**src/rtl/i2c_chsel_pkg.sv**
```systemverilog
package i2c_chsel_pkg;

    typedef enum logic [2:0] {
        ST_IDLE,
        ST_ADDR,
        ST_ADDR_ACK,
        ST_WR_BYTE,
        ST_WR_ACK,
        ST_RD_BYTE,
        ST_RD_ACK,
        ST_SKIP
    } sw_state_e;

    typedef struct packed {
        logic start;
        logic stop;
        logic scl_rise;
        logic scl_fall;
        logic scl;
        logic sda;
    } bus_evt_t;

endpackage

```
**src/rtl/i2c_bus_sampler.sv**
```systemverilog
module i2c_bus_sampler
    import i2c_chsel_pkg::*;
#(
    parameter int SYNC_STAGES = 2
) (
    input  logic     clk,
    input  logic     rst_n,
    input  logic     scl_in,
    input  logic     sda_in,
    output bus_evt_t evt
);

    localparam int TOP = SYNC_STAGES - 1;

    logic [TOP:0] scl_sh;
    logic [TOP:0] sda_sh;
    logic         scl_p;
    logic         sda_p;
    logic         scl_now;
    logic         sda_now;

    // idle-high reset value keeps the first cycles free of false events
    always_ff @(posedge clk or negedge rst_n) begin
        if (!rst_n) begin
            scl_sh <= '1;
            sda_sh <= '1;
            scl_p  <= 1'b1;
            sda_p  <= 1'b1;
        end else begin
            scl_sh <= {scl_sh[TOP-1:0], scl_in};
            sda_sh <= {sda_sh[TOP-1:0], sda_in};
            scl_p  <= scl_sh[TOP];
            sda_p  <= sda_sh[TOP];
        end
    end

    assign scl_now = scl_sh[TOP];
    assign sda_now = sda_sh[TOP];

    always_comb begin
        evt.scl      = scl_now;
        evt.sda      = sda_now;
        evt.scl_rise = scl_now & ~scl_p;
        evt.scl_fall = ~scl_now & scl_p;
        evt.start    = scl_now & scl_p & sda_p & ~sda_now;
        evt.stop     = scl_now & scl_p & ~sda_p & sda_now;
    end

endmodule

```
**src/rtl/i2c_chsel_fsm.sv**
```systemverilog
module i2c_chsel_fsm
    import i2c_chsel_pkg::*;
#(
    parameter int         DW      = 8,
    parameter logic [3:0] ADDR_HI = 4'b1110
) (
    input  logic          clk,
    input  logic          rst_n,
    input  bus_evt_t      evt,
    input  logic [2:0]    strap,
    input  logic [DW-1:0] rd_data,
    output logic          wr_stb,
    output logic [DW-1:0] wr_data,
    output logic          sda_pull,
    output sw_state_e     state
);

    localparam int CW = $clog2(DW);

    sw_state_e     nxt;
    logic [CW-1:0] bit_cnt;
    logic [DW-1:0] shreg;
    logic [DW-1:0] rx_byte;
    logic          phase;
    logic          is_rd;
    logic          mack;
    logic          last_bit;
    logic          addr_hit;

    assign last_bit = (bit_cnt == CW'(DW - 1));
    assign rx_byte  = {shreg[DW-2:0], evt.sda};
    assign addr_hit = (rx_byte[DW-1:1] == {ADDR_HI, strap});
    assign wr_data  = shreg;

    // next-state logic
    always_comb begin
        nxt = state;
        if (evt.start) begin
            nxt = ST_ADDR;
        end else if (evt.stop) begin
            nxt = ST_IDLE;
        end else begin
            unique case (state)
                ST_IDLE:     nxt = ST_IDLE;
                ST_ADDR:     if (evt.scl_rise && last_bit)
                                 nxt = addr_hit ? ST_ADDR_ACK : ST_SKIP;
                ST_ADDR_ACK: if (evt.scl_fall && phase)
                                 nxt = is_rd ? ST_RD_BYTE : ST_WR_BYTE;
                ST_WR_BYTE:  if (evt.scl_rise && last_bit) nxt = ST_WR_ACK;
                ST_WR_ACK:   if (evt.scl_fall && phase) nxt = ST_WR_BYTE;
                ST_RD_BYTE:  if (evt.scl_fall && phase) nxt = ST_RD_ACK;
                ST_RD_ACK:   if (evt.scl_fall && phase)
                                 nxt = mack ? ST_RD_BYTE : ST_SKIP;
                ST_SKIP:     nxt = ST_SKIP;
                default:     nxt = ST_IDLE;
            endcase
        end
    end

    // state register
    always_ff @(posedge clk or negedge rst_n) begin
        if (!rst_n) state <= ST_IDLE;
        else        state <= nxt;
    end

    // shift, count and phase registers
    always_ff @(posedge clk or negedge rst_n) begin
        if (!rst_n) begin
            bit_cnt <= '0;
            shreg   <= '0;
            phase   <= 1'b0;
            is_rd   <= 1'b0;
            mack    <= 1'b0;
            wr_stb  <= 1'b0;
        end else begin
            wr_stb <= 1'b0;
            if (evt.start || evt.stop) begin
                bit_cnt <= '0;
                phase   <= 1'b0;
            end else begin
                unique case (state)
                    ST_ADDR: begin
                        if (evt.scl_rise) begin
                            shreg   <= rx_byte;
                            bit_cnt <= bit_cnt + 1'b1;
                            if (last_bit) begin
                                is_rd <= evt.sda;
                                phase <= 1'b0;
                            end
                        end
                    end
                    ST_ADDR_ACK, ST_WR_ACK: begin
                        if (evt.scl_fall) begin
                            if (!phase) begin
                                phase <= 1'b1;
                            end else begin
                                phase   <= 1'b0;
                                bit_cnt <= '0;
                                if (state == ST_ADDR_ACK && is_rd) shreg <= rd_data;
                            end
                        end
                    end
                    ST_WR_BYTE: begin
                        if (evt.scl_rise) begin
                            shreg   <= rx_byte;
                            bit_cnt <= bit_cnt + 1'b1;
                            if (last_bit) wr_stb <= 1'b1;
                        end
                    end
                    ST_RD_BYTE: begin
                        if (evt.scl_rise) begin
                            bit_cnt <= bit_cnt + 1'b1;
                            if (last_bit) phase <= 1'b1;
                        end else if (evt.scl_fall) begin
                            if (phase) phase <= 1'b0;
                            else       shreg <= {shreg[DW-2:0], 1'b1};
                        end
                    end
                    ST_RD_ACK: begin
                        if (evt.scl_rise) begin
                            mack  <= ~evt.sda;
                            phase <= 1'b1;
                        end else if (evt.scl_fall && phase) begin
                            phase   <= 1'b0;
                            bit_cnt <= '0;
                            shreg   <= rd_data;
                        end
                    end
                    ST_IDLE, ST_SKIP: begin
                        bit_cnt <= '0;
                    end
                    default: begin
                        bit_cnt <= '0;
                    end
                endcase
            end
        end
    end

    // output decode
    always_comb begin
        unique case (state)
            ST_ADDR_ACK, ST_WR_ACK: sda_pull = phase;
            ST_RD_BYTE:             sda_pull = ~shreg[DW-1];
            default:                sda_pull = 1'b0;
        endcase
    end

endmodule

```
**src/rtl/chsel_regs.sv**
```systemverilog
module chsel_regs #(
    parameter int NCH = 8
) (
    input  logic           clk,
    input  logic           rst_n,
    input  logic           wr_stb,
    input  logic [NCH-1:0] wr_data,
    input  logic           stop,
    output logic [NCH-1:0] ctrl_q,
    output logic [NCH-1:0] chan_en
);

    logic [NCH-1:0] apply_val;

    // a byte finishing in the STOP cycle is forwarded straight to the outputs
    assign apply_val = wr_stb ? wr_data : ctrl_q;

    always_ff @(posedge clk or negedge rst_n) begin
        if (!rst_n) begin
            ctrl_q  <= '0;
            chan_en <= '0;
        end else begin
            if (wr_stb) ctrl_q  <= wr_data;
            if (stop)   chan_en <= apply_val;
        end
    end

endmodule

```
**src/rtl/i2c_chsel_ctrl.sv**
```systemverilog
module i2c_chsel_ctrl
    import i2c_chsel_pkg::*;
#(
    parameter int         NCH         = 8,
    parameter int         SYNC_STAGES = 2,
    parameter logic [3:0] ADDR_HI     = 4'b1110
) (
    input  logic           clk,
    input  logic           rst_n,
    input  logic           scl_in,
    input  logic           sda_in,
    input  logic [2:0]     strap,
    output logic           sda_pull,
    output logic [NCH-1:0] chan_en
);

    bus_evt_t       evt;
    sw_state_e      fsm_state;
    logic           wr_stb;
    logic [NCH-1:0] wr_data;
    logic [NCH-1:0] ctrl_q;

    i2c_bus_sampler #(
        .SYNC_STAGES(SYNC_STAGES)
    ) u_sampler (
        .clk    (clk),
        .rst_n  (rst_n),
        .scl_in (scl_in),
        .sda_in (sda_in),
        .evt    (evt)
    );

    i2c_chsel_fsm #(
        .DW      (NCH),
        .ADDR_HI (ADDR_HI)
    ) u_fsm (
        .clk      (clk),
        .rst_n    (rst_n),
        .evt      (evt),
        .strap    (strap),
        .rd_data  (ctrl_q),
        .wr_stb   (wr_stb),
        .wr_data  (wr_data),
        .sda_pull (sda_pull),
        .state    (fsm_state)
    );

    chsel_regs #(
        .NCH(NCH)
    ) u_regs (
        .clk     (clk),
        .rst_n   (rst_n),
        .wr_stb  (wr_stb),
        .wr_data (wr_data),
        .stop    (evt.stop),
        .ctrl_q  (ctrl_q),
        .chan_en (chan_en)
    );

endmodule

```
**config.mk**
```make
export PLATFORM = sky130hd
export DESIGN_NAME = i2c_chsel_ctrl
export DESIGN_NICKNAME = d
export VERILOG_FILES = /design/src/rtl/i2c_chsel_pkg.sv /design/src/rtl/i2c_bus_sampler.sv /design/src/rtl/i2c_chsel_fsm.sv /design/src/rtl/chsel_regs.sv /design/src/rtl/i2c_chsel_ctrl.sv
export SDC_FILE = /design/constraint.sdc
export NUM_CORES = 1
export LEC_CHECK = 0
export ABC_AREA = 1
export BUFFER_PORTS_ARGS = -buffer_cell sky130_fd_sc_hd__buf_2
export CAP_MARGIN = 25
export CORE_UTILIZATION = 50
export DETAILED_ROUTE_END_ITERATION = 12
export PLACE_DENSITY = 0.71
export SYNTH_ARGS = -nofsm -noshare
export SYNTH_HDL_FRONTEND = slang
export SYNTH_SLANG_ARGS = --single-unit
export TNS_END_PERCENT = 100
```
**constraint.sdc**
```tcl
create_clock -name clk -period 1.54 [get_ports clk]
set_input_delay 0 -clock clk [delete_from_list [all_inputs] [get_ports clk]]
set_output_delay 0 -clock clk [all_outputs]
set_load 0.1 [all_outputs]
```
==> impl_metrics.json <==
{
  "total_leakage_power_nw": 1.55,
  "drt_wl_total_um": 5140,
  "startpoint_type": "register",
  "slew_headroom_pct": 67.8,
  "synthArstFlopShare_pct": 100,
  "cp.arrival_ps": 1850,
  "nFillCells": 326,
  "io_pins": 16,
  "syn_inst": 293,
  "min_path_type": "in2async",
  "viasPerCell": 5.10,
  "grt_max_degree": 19,
  "timing.final.crit_period_ps": 1680,
  "status": "finished, violations left",
  "place_ws_ps": -177,
  "grt_pass1_wl_um": 8360,
  "setup-violations-final": 16,
  "p_per_area_nw_per_um2": 1400,
  "total_power_w": 0.00424,
  "finClkSkew_ps": 8.35,
  "insertion_delay_ps": 300,
  "synth_edf_count": 0,
  "fmax_ghz": 0.594,
  "synth_area_leaders": "dfrtp_1 (38%), nand2_1 (18%), dfstp_2 (7.0%)",
  "final_nets": 358,
  "grt_pass1_vias": 1813,
  "maxCapViolations": 0,
  "synthDistinctLibCells": 31,
  "synth.net_count": 305,
  "synthFlopType": "dfrtp_1",
  "cts_max_level": 2,
  "cts_tree": "done",
  "tightestPinTransition_ps": 486,
  "period_share_pct": 109,
  "rsz0062_at_grt": "true",
  "yosys.area.top_type_share_pct": 37.7,
  "antennaDiodeCount": 0,
  "ant_nets": 0,
  "gp_congestion": 0.921,
  "clock_sinks": 40,
  "synthTopCellsByCount": "nand2_1 (111), dfrtp_1 (34), nor2_1 (27)",
  "setup_ws_ps": -144,
  "vias": 2036,
  "crit_path_end_kind": "register",
  "globalRouteOverflowTotal": 0,
  "die_w_um": 69.2,
  "synth_area_per_cell_um2": 7.70,
  "yosys.area.top_type": "dfrtp_1",
  "clkTransAtPathRegs_ps": 90,
  "worst-path-max-fanout": 8,
  "crit_required_ps": 1710,
  "critical_path_class": "reg2reg",
  "hold-worst-slack_ps": 170,
  "die_h_um": 69.2,
  "clockBufferDepth": 2,
  "start_util_pct": 51.8,
  "hold_violations": 0,
  "wire_per_inst_um": 12.9,
  "syn_to_final_growth_pct": 34.4,
  "finalSetupTns_ps": -1960,
  "dr.pass1.iters": 4,
  "dieArea_um2": 4780,
  "ys.warnings.count": 0,
  "cts_buffers": 5,
  "synth_seq_cells": 40,
  "seq_area_frac_synth_pct": 44.7,
  "drc": 0,
  "yosysMostFrequentCell": "nand2_1",
  "fp.coreArea_um2": 4350,
  "dp_hpwl_um": 3520,
  "vdd_drop_max_mv": 0.735,
  "track_usage_pct": 22.0,
  "rows": 24,
  "grt_antenna_before_repair": 0,
  "drv_slew": 0,
  "port_buffers": 15,
  "failed_checks": "negative setup slack",
  "cts_root_buf": "clkbuf_8",
  "drt_iter0_drc": 138,
  "drive_above_1_share_pct": 36.0,
  "synthesis.area_um2": 2260
}
[worst paths after layout]
kind | start | to | slack (ps) | depth (start not counted)
max in group asynchronous | rst_n | u_sampler.sda_sh[1]$_DFF_PN1_ | 750 | 3
min in group clk | strap[0] | u_fsm.state[2]$_DFFE_PN0P_ | 310 | 9
max reg2reg | u_sampler.scl_sh[1]$_DFF_PN1_ | u_fsm.state[1]$_DFFE_PN0P_ | -140 | 8
min reg2reg | u_sampler.scl_sh[0]$_DFF_PN1_ | u_sampler.scl_sh[1]$_DFF_PN1_ | 360 | 0
min | rst_n | u_fsm.bit_cnt[2]$_DFFE_PN0P_ | 170 | 2
max | u_sampler.scl_sh[1]$_DFF_PN1_ | u_fsm.state[1]$_DFFE_PN0P_ | -140 | 8
[per-layer routing]
| layer | wire, µm | part of all wire, % | GRT usage, % | up-vias |
|---|---|---|---|---|
| met4 | 129 | 2.5 | 9.52 | 0 |
| met2 | 2330 | 45 | 31.9 | 71 |
| met1 | 2370 | 46 | 31.5 | 918 |
| met3 | 308 | 6.0 | 5.38 | 21 |
| li1 | - | - | - | 1026 |
| met5 | 0 | 0 | 0 | - |
[cells in the final DEF, fill, tap and decap left out, drive strengths merged]
cell type / instances
nand3: 23
clkbuf: 5
clkinvlp: 2
ha: 5
nor3: 3
a22oi: 1
dlygate4sd3: 3
inv: 34
a21boi: 1
nand4: 2
a21oi: 9
buf: 49
mux2: 1
dfrtp: 34
nand2: 120
bufinv: 1
o22ai: 1
nor2: 29
o21ai: 18
dfstp: 6
[sequential cells by signal, indices dropped and copies added, names as in the netlist, 2 cells and up]
| name | flops |
|---|---|
| u_fsm.wr_data | 8 |
| u_regs.chan_en | 8 |
| u_regs.ctrl_q | 8 |
| u_fsm.bit_cnt | 3 |
| u_fsm.state | 3 |
| u_sampler.scl_sh | 2 |
| u_sampler.sda_sh | 2 |
[report_power, final]
group / switching (W) / leakage, nW / internal [W]
Sequential: 0.000167 / 0.528 / 0.00117
Combinational: 0.00120 / 0.967 / 0.000825
Clock: 0.000387 / 0.0548 / 0.000488
[per-stage QoR]
step	cell area (µm²)	cells	util, %
2_1_floorplan	2290	293	-
3_3_place_gp	2600	379	59.7
3_5_place_dp	2600	379	59.7
4_1_cts	2870	395	66.0
5_1_grt	3030	399	69.6
6_report	3030	399	69.6
[cells by family (layout without fill, tap and decap cells)]
group	count (synthesis)	in the layout	share of synthesized area (%)
fa+ha+maj	5	5	2.77
flops	40	40	44.7
simple gates	177	177	36.8
buf+inv	40	94	8.10
mux	1	1	0.499
compound gates	30	30	7.10
[critical path: stages (launching register included)]
cell	delay, ps
dfstp_2	620
ha_4	200
nand3_4	100
nand2_8	150
nor2_2	50
a21oi_2	150
nand2_2	130
nand2_1	90
o21ai_1	60
[final cells by class]
| class | count | area [µm²] | share of cell area [%] |
|---|---|---|---|
| Inverter | 34 | 141 | 4.66 |
| Tap cell | 52 | 65.1 | 2.15 |
| Timing Repair Buffer | 52 | 427 | 14.1 |
| Clock buffer | 5 | 68.8 | 2.27 |
| Sequential cell | 40 | 1010 | 33.4 |
| Clock inverter | 3 | 46.3 | 1.53 |
| Multi-Input combinational cell | 213 | 1270 | 41.9 |
[what timing repair did]
action | 4_1_cts | 5_1_grt
endpoints found under the setup margin | 16 | 26
hold buffers | 3 | 0
resized for setup | 20 | 33
setup buffers | 5 | 4
pin swaps | 15 | 30
endpoints found under the hold margin | 18 | 0
No activity file was read; power rests on OpenSTA's default activity.
